## src/rtl/irq_agg_pkg.sv

```systemverilog
package irq_agg_pkg;
   localparam int ADDR_W = 2;
   localparam int DATA_W = 8;

   localparam logic [ADDR_W-1:0] A_CTRL  = 2'd0;
   localparam logic [ADDR_W-1:0] A_PFLAG = 2'd1;
   localparam logic [ADDR_W-1:0] A_PEN   = 2'd2;
   localparam logic [ADDR_W-1:0] A_OPT   = 2'd3;

   // control register bit positions
   localparam int B_GLB   = 0;
   localparam int B_PGRP  = 1;
   localparam int B_EXTEN = 2;
   localparam int B_TMREN = 3;
   localparam int B_PRTEN = 4;
   localparam int B_EXTF  = 5;
   localparam int B_TMRF  = 6;
   localparam int B_PRTF  = 7;

   // index of each core flag inside the flag bank
   localparam int F_EXT = 0;
   localparam int F_TMR = 1;
   localparam int F_PRT = 2;
   localparam int NCORE = 3;
endpackage

```

## src/rtl/irq_edge_detect.sv

```systemverilog
module irq_edge_detect #(
   parameter int SYNC_STAGES = 2
) (
   input  logic clk,
   input  logic rst_n,
   input  logic pin,
   input  logic rise_sel,
   output logic hit
);
   localparam int LAST = SYNC_STAGES - 1;

   logic [SYNC_STAGES-1:0] chain;
   logic                   prev;

   generate
      if (SYNC_STAGES < 2) begin : g_bad
         $error("irq_edge_detect: SYNC_STAGES must be at least 2");
      end
      for (genvar i = 0; i < SYNC_STAGES; i++) begin : g_sync
         if (i == 0) begin : g_first
            always_ff @(posedge clk or negedge rst_n)
               if (!rst_n) chain[0] <= 1'b0;
               else        chain[0] <= pin;
         end else begin : g_next
            always_ff @(posedge clk or negedge rst_n)
               if (!rst_n) chain[i] <= 1'b0;
               else        chain[i] <= chain[i-1];
         end
      end
   endgenerate

   always_ff @(posedge clk or negedge rst_n)
      if (!rst_n) prev <= 1'b0;
      else        prev <= chain[LAST];

   // compares only consecutive samples; rise_sel picks the direction
   always_comb begin
      if (rise_sel) hit = chain[LAST] & ~prev;
      else          hit = ~chain[LAST] & prev;
   end
endmodule

```

## src/rtl/irq_flag_bank.sv

```systemverilog
module irq_flag_bank #(
   parameter int W = 8
) (
   input  logic         clk,
   input  logic         rst_n,
   input  logic [W-1:0] hw_set,
   input  logic         sw_wr,
   input  logic [W-1:0] sw_data,
   output logic [W-1:0] flags
);
   generate
      if (W < 1) begin : g_bad
         $error("irq_flag_bank: W must be positive");
      end
      for (genvar i = 0; i < W; i++) begin : g_bit
         always_ff @(posedge clk or negedge rst_n) begin
            if (!rst_n)        flags[i] <= 1'b0;
            else if (hw_set[i]) flags[i] <= 1'b1;   // set beats clear
            else if (sw_wr)    flags[i] <= sw_data[i];
         end
      end
   endgenerate
endmodule

```

## src/rtl/irq_combine.sv

```systemverilog
module irq_combine #(
   parameter int NPERIPH = 8
) (
   input  logic               glb_en,
   input  logic               grp_en,
   input  logic               ext_en,
   input  logic               ext_f,
   input  logic               tmr_en,
   input  logic               tmr_f,
   input  logic               prt_en,
   input  logic               prt_f,
   input  logic [NPERIPH-1:0] p_en,
   input  logic [NPERIPH-1:0] p_f,
   output logic               pending,
   output logic               req
);
   logic [NPERIPH-1:0] p_hit;
   logic               grp_any;

   generate
      for (genvar i = 0; i < NPERIPH; i++) begin : g_and
         assign p_hit[i] = p_en[i] & p_f[i];
      end
   endgenerate

   assign grp_any = grp_en & (|p_hit);
   assign pending = (ext_en & ext_f) | (tmr_en & tmr_f) | (prt_en & prt_f) | grp_any;
   assign req     = glb_en & pending;
endmodule

```

## src/rtl/irq_aggregator.sv

```systemverilog
module irq_aggregator
   import irq_agg_pkg::*;
#(
   parameter int NPERIPH     = 8,
   parameter int SYNC_STAGES = 2,
   parameter int PC_W        = 13,
   parameter int VEC_ADDR    = 4
) (
   input  logic                clk,
   input  logic                rst_n,
   input  logic                ext_pin,
   input  logic                tmr_ovf,
   input  logic                port_chg,
   input  logic [NPERIPH-1:0]  per_evt,
   input  logic [ADDR_W-1:0]   reg_addr,
   input  logic                reg_wr,
   input  logic [DATA_W-1:0]   reg_wdata,
   output logic [DATA_W-1:0]   reg_rdata,
   output logic                irq,
   output logic                wake,
   output logic [PC_W-1:0]     vector
);
   localparam int PAD = DATA_W - NPERIPH;

   generate
      if (NPERIPH < 1 || NPERIPH > DATA_W) begin : g_bad_np
         $error("irq_aggregator: NPERIPH must lie in 1..DATA_W");
      end
      if (VEC_ADDR < 0 || VEC_ADDR >= (1 << PC_W)) begin : g_bad_vec
         $error("irq_aggregator: VEC_ADDR does not fit in PC_W");
      end
   endgenerate

   logic               wr_ctrl, wr_pflag, wr_pen, wr_opt;
   logic               glb_en, grp_en, ext_en, tmr_en, prt_en, rise_sel;
   logic [NPERIPH-1:0] pen_q, pflags;
   logic [NCORE-1:0]   core_set, core_wdata, ctrl_flags;
   logic               ext_hit;

   assign wr_ctrl  = reg_wr && (reg_addr == A_CTRL);
   assign wr_pflag = reg_wr && (reg_addr == A_PFLAG);
   assign wr_pen   = reg_wr && (reg_addr == A_PEN);
   assign wr_opt   = reg_wr && (reg_addr == A_OPT);

   always_ff @(posedge clk or negedge rst_n) begin
      if (!rst_n) begin
         glb_en   <= 1'b0;
         grp_en   <= 1'b0;
         ext_en   <= 1'b0;
         tmr_en   <= 1'b0;
         prt_en   <= 1'b0;
         pen_q    <= '0;
         rise_sel <= 1'b0;
      end else begin
         if (wr_ctrl) begin
            glb_en <= reg_wdata[B_GLB];
            grp_en <= reg_wdata[B_PGRP];
            ext_en <= reg_wdata[B_EXTEN];
            tmr_en <= reg_wdata[B_TMREN];
            prt_en <= reg_wdata[B_PRTEN];
         end
         if (wr_pen) pen_q    <= reg_wdata[NPERIPH-1:0];
         if (wr_opt) rise_sel <= reg_wdata[0];
      end
   end

   irq_edge_detect #(.SYNC_STAGES(SYNC_STAGES)) u_edge (
      .clk(clk), .rst_n(rst_n), .pin(ext_pin), .rise_sel(rise_sel), .hit(ext_hit)
   );

   assign core_set[F_EXT]   = ext_hit;
   assign core_set[F_TMR]   = tmr_ovf;
   assign core_set[F_PRT]   = port_chg;
   assign core_wdata[F_EXT] = reg_wdata[B_EXTF];
   assign core_wdata[F_TMR] = reg_wdata[B_TMRF];
   assign core_wdata[F_PRT] = reg_wdata[B_PRTF];

   irq_flag_bank #(.W(NCORE)) u_core_flags (
      .clk(clk), .rst_n(rst_n), .hw_set(core_set), .sw_wr(wr_ctrl),
      .sw_data(core_wdata), .flags(ctrl_flags)
   );

   irq_flag_bank #(.W(NPERIPH)) u_per_flags (
      .clk(clk), .rst_n(rst_n), .hw_set(per_evt), .sw_wr(wr_pflag),
      .sw_data(reg_wdata[NPERIPH-1:0]), .flags(pflags)
   );

   irq_combine #(.NPERIPH(NPERIPH)) u_comb (
      .glb_en(glb_en), .grp_en(grp_en),
      .ext_en(ext_en), .ext_f(ctrl_flags[F_EXT]),
      .tmr_en(tmr_en), .tmr_f(ctrl_flags[F_TMR]),
      .prt_en(prt_en), .prt_f(ctrl_flags[F_PRT]),
      .p_en(pen_q), .p_f(pflags),
      .pending(wake), .req(irq)
   );

   logic [DATA_W-1:0] ctrl_view, pflag_view, pen_view;

   always_comb begin
      ctrl_view          = '0;
      ctrl_view[B_GLB]   = glb_en;
      ctrl_view[B_PGRP]  = grp_en;
      ctrl_view[B_EXTEN] = ext_en;
      ctrl_view[B_TMREN] = tmr_en;
      ctrl_view[B_PRTEN] = prt_en;
      ctrl_view[B_EXTF]  = ctrl_flags[F_EXT];
      ctrl_view[B_TMRF]  = ctrl_flags[F_TMR];
      ctrl_view[B_PRTF]  = ctrl_flags[F_PRT];
   end

   generate
      if (PAD > 0) begin : g_pad
         assign pflag_view = {{PAD{1'b0}}, pflags};
         assign pen_view   = {{PAD{1'b0}}, pen_q};
      end else begin : g_nopad
         assign pflag_view = pflags;
         assign pen_view   = pen_q;
      end
   endgenerate

   always_comb begin
      unique case (reg_addr)
         A_CTRL:  reg_rdata = ctrl_view;
         A_PFLAG: reg_rdata = pflag_view;
         A_PEN:   reg_rdata = pen_view;
         default: reg_rdata = {{(DATA_W-1){1'b0}}, rise_sel};
      endcase
   end

   assign vector = PC_W'(VEC_ADDR);
endmodule

```

## config.mk

```make
export PLATFORM = sky130hd
export DESIGN_NAME = irq_aggregator
export DESIGN_NICKNAME = d
export VERILOG_FILES = /design/src/rtl/irq_agg_pkg.sv /design/src/rtl/irq_edge_detect.sv /design/src/rtl/irq_flag_bank.sv /design/src/rtl/irq_combine.sv /design/src/rtl/irq_aggregator.sv
export SDC_FILE = /design/constraint.sdc
export NUM_CORES = 1
export LEC_CHECK = 0
export BUFFER_PORTS_ARGS = -buffer_cell sky130_fd_sc_hd__buf_4
export CAP_MARGIN = 30
export CORE_MARGIN = 2
export CORE_UTILIZATION = 45
export CTS_BUF_LIST = sky130_fd_sc_hd__clkbuf_8 sky130_fd_sc_hd__clkbuf_16
export CTS_CLUSTER_SIZE = 28
export DETAILED_ROUTE_END_ITERATION = 7
export GPL_ROUTABILITY_DRIVEN = 0
export GPL_TIMING_DRIVEN = 0
export PLACE_DENSITY = 0.82
export SYNTH_ARGS = -nofsm -noshare
export SYNTH_HDL_FRONTEND = slang
export SYNTH_HIERARCHICAL = 1
export SYNTH_SLANG_ARGS = --single-unit
```

## constraint.sdc

```tcl
create_clock -name clk -period 1.03 [get_ports clk]
set_input_delay 0 -clock clk [delete_from_list [all_inputs] [get_ports clk]]
set_output_delay 0 -clock clk [all_outputs]
set_load 0.01 [all_outputs]
```

After elaboration in Yosys (flattened, before gate mapping). Index checks and enable logic that the tools add are counted.

Bits in registers: 28. Bits of input ports: 24. Logic and storage cells: 85. Output and inout port bits: 23.

Reductions and logical operators: 17. Bitwise logic cells: 20. Equality and inequality tests: 3. Mux-type cells: 24.

Operators by type and width (number): 8-bit one-hot mux with 3 select lines (1); 1-bit 2-to-1 mux (23); 2-bit nonzero test (11); 1-bit AND (15); 8-bit OR reduction (1); 2-bit == test, second input constant (2); 1-bit logical AND (4); 1-bit OR (3); 2-bit by 1-bit == test with 1-bit output, second input constant (1); 2-bit zero test (1); 1-bit inverter (2).

Longest topological paths before layout. Gate-level depths: netlist (run 1).

Depth after elaboration: 5. Gate-level depth with buffers: 6. Gate-level depth less buffers: 4.

Hierarchy. The synthesis (run 1) kept the hierarchy.

Modules (own cells, without submodules): irq_aggregator (cells an instance 67, area an instance 840.8 sq um, times used 1, sequential area each 350.3 sq um); irq_flag_bank at u_per_flags (cells an instance 25, area an instance 337.8 sq um, times used 1, sequential area each 200.2 sq um); irq_flag_bank at u_core_flags (cells an instance 9, area an instance 121.4 sq um, times used 1, sequential area each 75.1 sq um); irq_edge_detect (cells an instance 6, area an instance 97.6 sq um, times used 1, sequential area each 75.1 sq um); irq_combine (cells an instance 10, area an instance 81.3 sq um, times used 1, sequential area each 0.0 sq um).

Worst setup path after synthesis (run 1). No wires, ideal clock.

Path type: in2reg. Start: input reg_addr[0]. End: register u_per_flags.flags[1]. Cell stages on the path: 6. Slack: -0.029 ns. Required time: 0.906 ns. Data arrival time: 0.935 ns. Library setup time: 0.124 ns. Path buffers: 2. Path through: buf_4 nand2_1 nor2_1 buf_6 nor2b_2 a211o_1.

Longest elaborated chain between the ends: 3.

Ends and longest elaborated chain: start: declaration (RTL line irq_aggregator.sv:15) `input logic [ADDR_W-1:0] reg_addr,`; 2-bit by 1-bit == test with 1-bit output (RTL line irq_aggregator.sv:41) `assign wr_pflag = reg_wr && (reg_addr == A_PFLAG);`; 1-bit logical AND (RTL line irq_aggregator.sv:41); via wr_pflag (RTL line irq_aggregator.sv:34) `logic wr_ctrl, wr_pflag, wr_pen, wr_opt;`; 2-bit nonzero test (no source line); end signal: indexed assignment (RTL line irq_flag_bank.sv:19) `else if (sw_wr) flags[i] <= sw_data[i];`; end: declaration (RTL line irq_flag_bank.sv:9) `output logic [W-1:0] flags`.

The timed path passes the listed nets, and every way through them passes these cells. A chain may end at the register's enable or synchronous reset.

Worst setup path in the final report (run 1).
Start: register u_per_flags.flags[0]. End: output wake.

Longest elaborated chain between the ends: 4.

Ends and longest elaborated chain: 1-bit AND (RTL line irq_combine.sv:22) `assign p_hit[i] = p_en[i] & p_f[i];`; 8-bit OR reduction (RTL line irq_combine.sv:26) `assign grp_any = grp_en & (|p_hit);`; 1-bit AND (RTL line irq_combine.sv:26); 1-bit OR (RTL line irq_combine.sv:27) `assign pending = (ext_en & ext_f) | (tmr_en & tmr_f) | (prt_en & prt_f) | grp_any;`; end: declaration (RTL line irq_aggregator.sv:20) `output logic wake,`.

No other way between the ends.

==> metrics, run 1 <==
status finished, violations left; failing checks setup timing; Cell variety after synth 29; clk buf depth 2; Skew-Pair Late Insertion Delay about 0.28 ns; Period minus WS final around 1.5 ns; via count between 1,000 and 1,500; R2R cell count 3; CTS tree yes; largest net degree at the start of global routing 29; die area approximately 3800 sq um; Max Slew Vio Count 0; syn_area_per_cell 12.6 sq um; Clock Power Share 27.9%; DRT iter0 DRCs 38; initial core utilization around half; Int Pwr approximately 0.0023 W; crit path DAT between 1 and 1.5 ns; DRC 0; post-route ant nets 0; Peak Freq approximately 680 MHz; Most used DFF post-synth dfrtp_1; total grt overflow 0; Final WS setup -0.441 ns; Worst setup SP type flip-flop; Vert. Die Dim between 60 and 70 microns; worst slew pin tran 0.582 ns; I/O Pins 47; final WL about 3600 microns; core area 3080 sq um; Pleak 0.969 nW; Synth area leaders dfrtp_1, mux2_2, buf_4; CP Data Required Time 1.03 ns; pwr dens 1420 nW/um^2; Final Cycle Share 143%; fraction of registers with async set/reset 100%; Hold EP rise_sel; worst hold stages 3; routed length per instance 15.3 microns; H-tree levels 1; first-pass GRT wire length around 5400 microns; crit path max fanout 3; Logic pwr share between 20% and 30%; number of flops mapped to enable cells by yosys 0; Worst setup EP type primary output; Switching Fraction 26.0%; Root Driver clkbuf_8; RR Endpoint u_core_flags/flags[0]; hold violation count in the final report 0; most common cell in the netlist dfrtp_1; R2R Path Start u_core_flags/flags[0]; initial antenna violation count 0; post-detail-place hpwl ~2300 microns; post-layout power just over 0.003 W; Port Buffers 33; Clock Pin Slew Worst Setup and Hold Paths 0.10 ns; Crit Path Category flip-flop to primary output; Syn. warnings 6; Slew HR between 60% and 70%; part of the power in registers 44.3%; Synth top area share 47.4%; Ant. Diodes 0; Num Clock Sinks 28; fraction of layout cells with a size suffix above 1 approximately 46%; synthesis-stage register bit count 28; first-pass detailed-route iteration total 4; vias in the first global route ~1,200; Final Cell Area roughly 2200 sq um; VDD IR-drop max ~900 uV; post-placement cell area 1830 sq um; top cells by count, synth dfrtp_1, buf_4, mux2_2, nor2b_1, a211o_1; area delta synth->final 47.2%; Post-layout nets 215; DP Cell Count between 200 and 250; CTS buffer count 3; Tot GR Track Use about a fifth; Vias/cell between 5 and 6; RSZ-0062 raised after global routing true; type of the most critical hold path input port to flip-flop; flop2flop setup slack 0 ns; fin cells 234; hold_sp reg_wr; max_cap viols 0; Seq/Total Area, Yosys around 47%; Rows 20; Die Width 61.3 microns; netlist area before placement ~1500 sq um; top cell type by total area after synthesis dfrtp_1; clock skew between 0.0005 and 0.0006 ns; Final setup viols 11; Net Sw Power approximately 0.00080 W; Cells after Synth 117
[cell type report]
class | instances | area, sq um
fill | 228 | 901
multi-input combinational | 83 | 711
sequential | 28 | 701
timing repair buffer | 58 | 508
buffer | 17 | 131
tap | 44 | 55.1
clock buffer | 3 | 41.3
clock inverter | 1 | 30.0
[state kept, by name, indices dropped and copies added, names as in the netlist]
| register | flops |
|---|---|
| u_per_flags/flags | 8 |
| glb_en | 1 |
| prt_en | 1 |
| u_edge/chain | 2 |
| u_core_flags/flags | 3 |
| pen_q | 8 |
| tmr_en | 1 |
| u_edge/prev | 1 |
| rise_sel | 1 |
| grp_en | 1 |
| ext_en | 1 |
[logic make-up (layout without fill, tap and decap cells)]
| group | count (synthesis) | after routing | share of synthesized area (%) |
|---|---|---|---|
| other | 2 | 13 | 0.508 |
| buffers and inverters | 17 | 79 | 8.88 |
| AND/OR/NAND/NOR | 21 | 21 | 10.1 |
| flip-flops | 28 | 28 | 47.4 |
| multiplexers | 22 | 22 | 16.9 |
| AO/OA/AOI/OAI | 27 | 27 | 16.2 |
[what timing repair did]
action,CTS,global route
endpoints found under the setup margin,11,12
pin swaps,5,10
hold buffers,20,0
endpoints found under the hold margin,53,0
setup buffers,2,4
resized for setup,7,4
[how the worst max path moves through the flow]
stage / start / end / slack, ns / cells after the start
3_5_place_dp: reg_addr[0] / u_per_flags/flags[1] / -0.33 / 7
5_1_grt: u_per_flags/flags[0] / wake / -0.48 / 4
2_1_floorplan: pen_q[2] / wake / 0.04 / 3
6_report: u_per_flags/flags[0] / wake / -0.44 / 4
4_1_cts: u_per_flags/flags[1] / wake / -0.42 / 4
3_3_place_gp: reg_addr[0] / u_per_flags/flags[1] / -0.29 / 7
[power groups by stage]
stage	Clock, W	Sequential (W)	Combinational, W
CTS	0.000858	0.00136	0.000823
detailed placement	0	0.00137	0.000702
global placement	0	0.00136	0.000678
finish	0.000859	0.00137	0.000858
floorplan	0	0.00134	0.000438
global route	0.000919	0.00138	0.000919
[critical path, cell delays in order (launching register included)]
cell	delay (ns)
dfrtp_1	0.43
a22oi_2	0.19
nand4_1	0.14
a211o_1	0.30
buf_6	0.13
[placed cells by master (no fill, tap or decap), types with 3 or more instances in the layout]
| master | count |
|---|---|
| a211o_1 | 8 |
| a211o_2 | 4 |
| a22oi_2 | 4 |
| buf_4 | 46 |
| buf_6 | 8 |
| clkbuf_8 | 3 |
| conb_1 | 13 |
| dfrtp_1 | 28 |
| dlygate4sd3_1 | 20 |
| mux2_2 | 14 |
| mux2i_1 | 7 |
| nor2b_1 | 10 |
| o2bb2ai_1 | 7 |
[per-layer routing]
layer	share of wire (%)	routed length, microns	track usage (%)
met1	42	1490	25.7
met2	50	1780	35.0
met3	7.8	278	2.31
met4	1.0	37	6.21
met5	0	0	0
[stage by stage]
stage	hold WS [ns]	util (%)	setup TNS, ns	setup slack, ns
after floorplan	-0.296	-	0	0.0368
after global placement	-0.0722	59.3	-2.69	-0.294
after detailed placement	-0.0664	59.3	-2.97	-0.328
after CTS	0.113	69.6	-1.55	-0.424
after global routing	0.123	70.7	-2.19	-0.481
final	0.110	70.7	-1.73	-0.441
(Power assumes the default switching activity.)
==> run 2: changes to the inputs <==
Settings changed: CORE_MARGIN 2 to 8, SLEW_MARGIN from default to 20.
Clock period 1.03 ns to 1.6 ns, I/O delays scaled along.
==> run 2 against run 1 <==
  * The run now ends clean
  * Cell area shrank 4.1%
  * Critical path depth is the same
  * Highest routed layer unchanged
  * Sequential power shrank 36%
  * Utilization shrank 6.7 points
  * Sequential share of layout area grew 1.4 points
  * Flip-flop and latch count is the same
  * Clock-buffer cell count is the same
  * Via count shrank 3.9%
  * Die area grew 43%
==> metrics, run 2 (synthesis gave the netlist of run 1 again) <==
type of the most critical hold path input port to flip-flop; pwr dens a little over 800 nW/um^2; first-pass GRT wire length 5920 microns; hold violation count in the final report 0; Skew-Pair Late Insertion Delay about 0.26 ns; H-tree levels 1; commonest non-fill, non-tap cell in the layout buf_4; R2R Path Start u_core_flags/flags[1]; R2R cell count 3; Final Cycle Share between 90% and 100%; final core utilization between 60 and 70%; Clock Pin Slew Worst Setup and Hold Paths about 0.09 ns; Port Buffers 33; DRT iter0 DRCs 35; DRC 0; crit path DAT about 1.5 ns; CP Data Required Time 1.60 ns; I/O Pins 47; total grt overflow 0; post-detail-place hpwl 2650 microns; Die Width about 73 microns; Resized Gates After CTS 0; core area between 3000 and 4000 sq um; Setup WS pre-CTS between 0.03 and 0.04 ns; hold_sp reg_wr; Max Slew Vio Count 0; CTS tree yes; via count between 1,000 and 1,500; biggest registers after layout pen_q x8, u_per_flags/flags x8, u_core_flags/flags x3; first-pass detailed-route iteration total 4; RR Endpoint u_core_flags/flags[1]; Final WS setup just over 0.08 ns; vias in the first global route 1,208; initial core utilization approximately 45%; final hold slack between 0.1 and 0.15 ns; final setup TNS 0 ns; final WL 3610 microns; Pleak between 0.9 and 1 nW; post-route ant nets 0; crit path max fanout 3; Ant. Diodes 0; Vert. Die Dim roughly 73 microns; # fillers just under 300; largest net degree at the start of global routing 29; worst slew pin tran 0.647 ns; Rows 21; VDD IR-drop max 571 uV; max_cap viols 0; Post-layout nets 212; Final setup viols 0; Crit Path Category flip-flop to primary output; RSZ-0062 raised after global routing false; flop2flop setup slack 0.12 ns; Root Driver clkbuf_8; fraction of layout cells with a size suffix above 1 41.4%; most frequent cells in the layout buf_4, dfrtp_1, dlygate4sd3_1; Hold EP rise_sel; Tot GR Track Use 14.2%; initial antenna violation count 0; Vias/cell 4.91; clock skew between 0.001 and 0.0015 ns; Peak Freq 659 MHz; status completed; Worst setup EP type primary output; area delta synth->final 41.1%; routed length per instance between 15 and 20 microns; Num Clock Sinks 28; CTS buffer count 3; Slew HR 56.7%; Worst setup SP type flip-flop; clk buf depth 2; worst hold stages 3; Period minus WS final between 1.5 and 2 ns; die area 5380 sq um
[run 2: timing repair]
action                                  4_1_cts  5_1_grt
endpoints found under the hold margin        54        0
buffers inserted                              0        0
endpoints found under the setup margin        0        0
hold buffers                                 22        0
[run 2: worst max-delay path by stage]
| stage | cells after the start | start | endpoint |
|---|---|---|---|
| 2_1_floorplan | 6 | reg_addr[0] | u_per_flags/flags[1] |
| 5_1_grt | 4 | pen_q[0] | wake |
| 3_5_place_dp | 7 | reg_addr[0] | u_per_flags/flags[1] |
| 4_1_cts | 4 | pen_q[0] | wake |
| 6_report | 4 | pen_q[4] | wake |
| 3_3_place_gp | 7 | reg_addr[0] | u_per_flags/flags[1] |
[run 2: cell type report]
| cell class | count | area (sq um) | share of cell area (%) |
|---|---|---|---|
| timing repair buffer | 55 | 468 | 22.4 |
| multi-input combinational | 83 | 688 | 33.0 |
| sequential | 28 | 701 | 33.6 |
| buffer | 17 | 131 | 6.29 |
| clock buffer | 3 | 41.3 | 1.98 |
| tap | 46 | 57.6 | 2.76 |
[run 2: metrics by stage]
step / power [W] / instances / area, sq um
floorplan: 0.00114 / 128 / 1520
global placement: 0.00132 / 207 / 1830
detailed placement: 0.00134 / 207 / 1830
CTS: 0.00175 / 232 / 2090
global route: 0.00183 / 232 / 2090
finish: 0.00174 / 232 / 2090
[run 2: worst max-delay path: stages (launching register included)]
cell and delay, ns:
dfrtp_1 0.41, a22oi_1 0.23, nand4_1 0.14, a211o_1 0.32
buf_4 0.15
[run 2: routing by layer]
metal	share of wire [%]	up-vias	global-route usage (%)	routed length (microns)
met1	42	549	16.7	1520
met2	50	37	24.6	1810
li1	-	548	-	-
met5	0	-	0	0
met4	0.58	0	3.33	21
met3	7.2	4	3.96	258
[run 2: where the power goes]
group | internal (W) | total, W | switching (W)
Combinational | 0.000297 | 0.000496 | 0.000199
Sequential | 0.000795 | 0.000873 | 0.0000774
Clock | 0.000169 | 0.000367 | 0.000199
Total | 0.00126 | 0.00174 | 0.000475
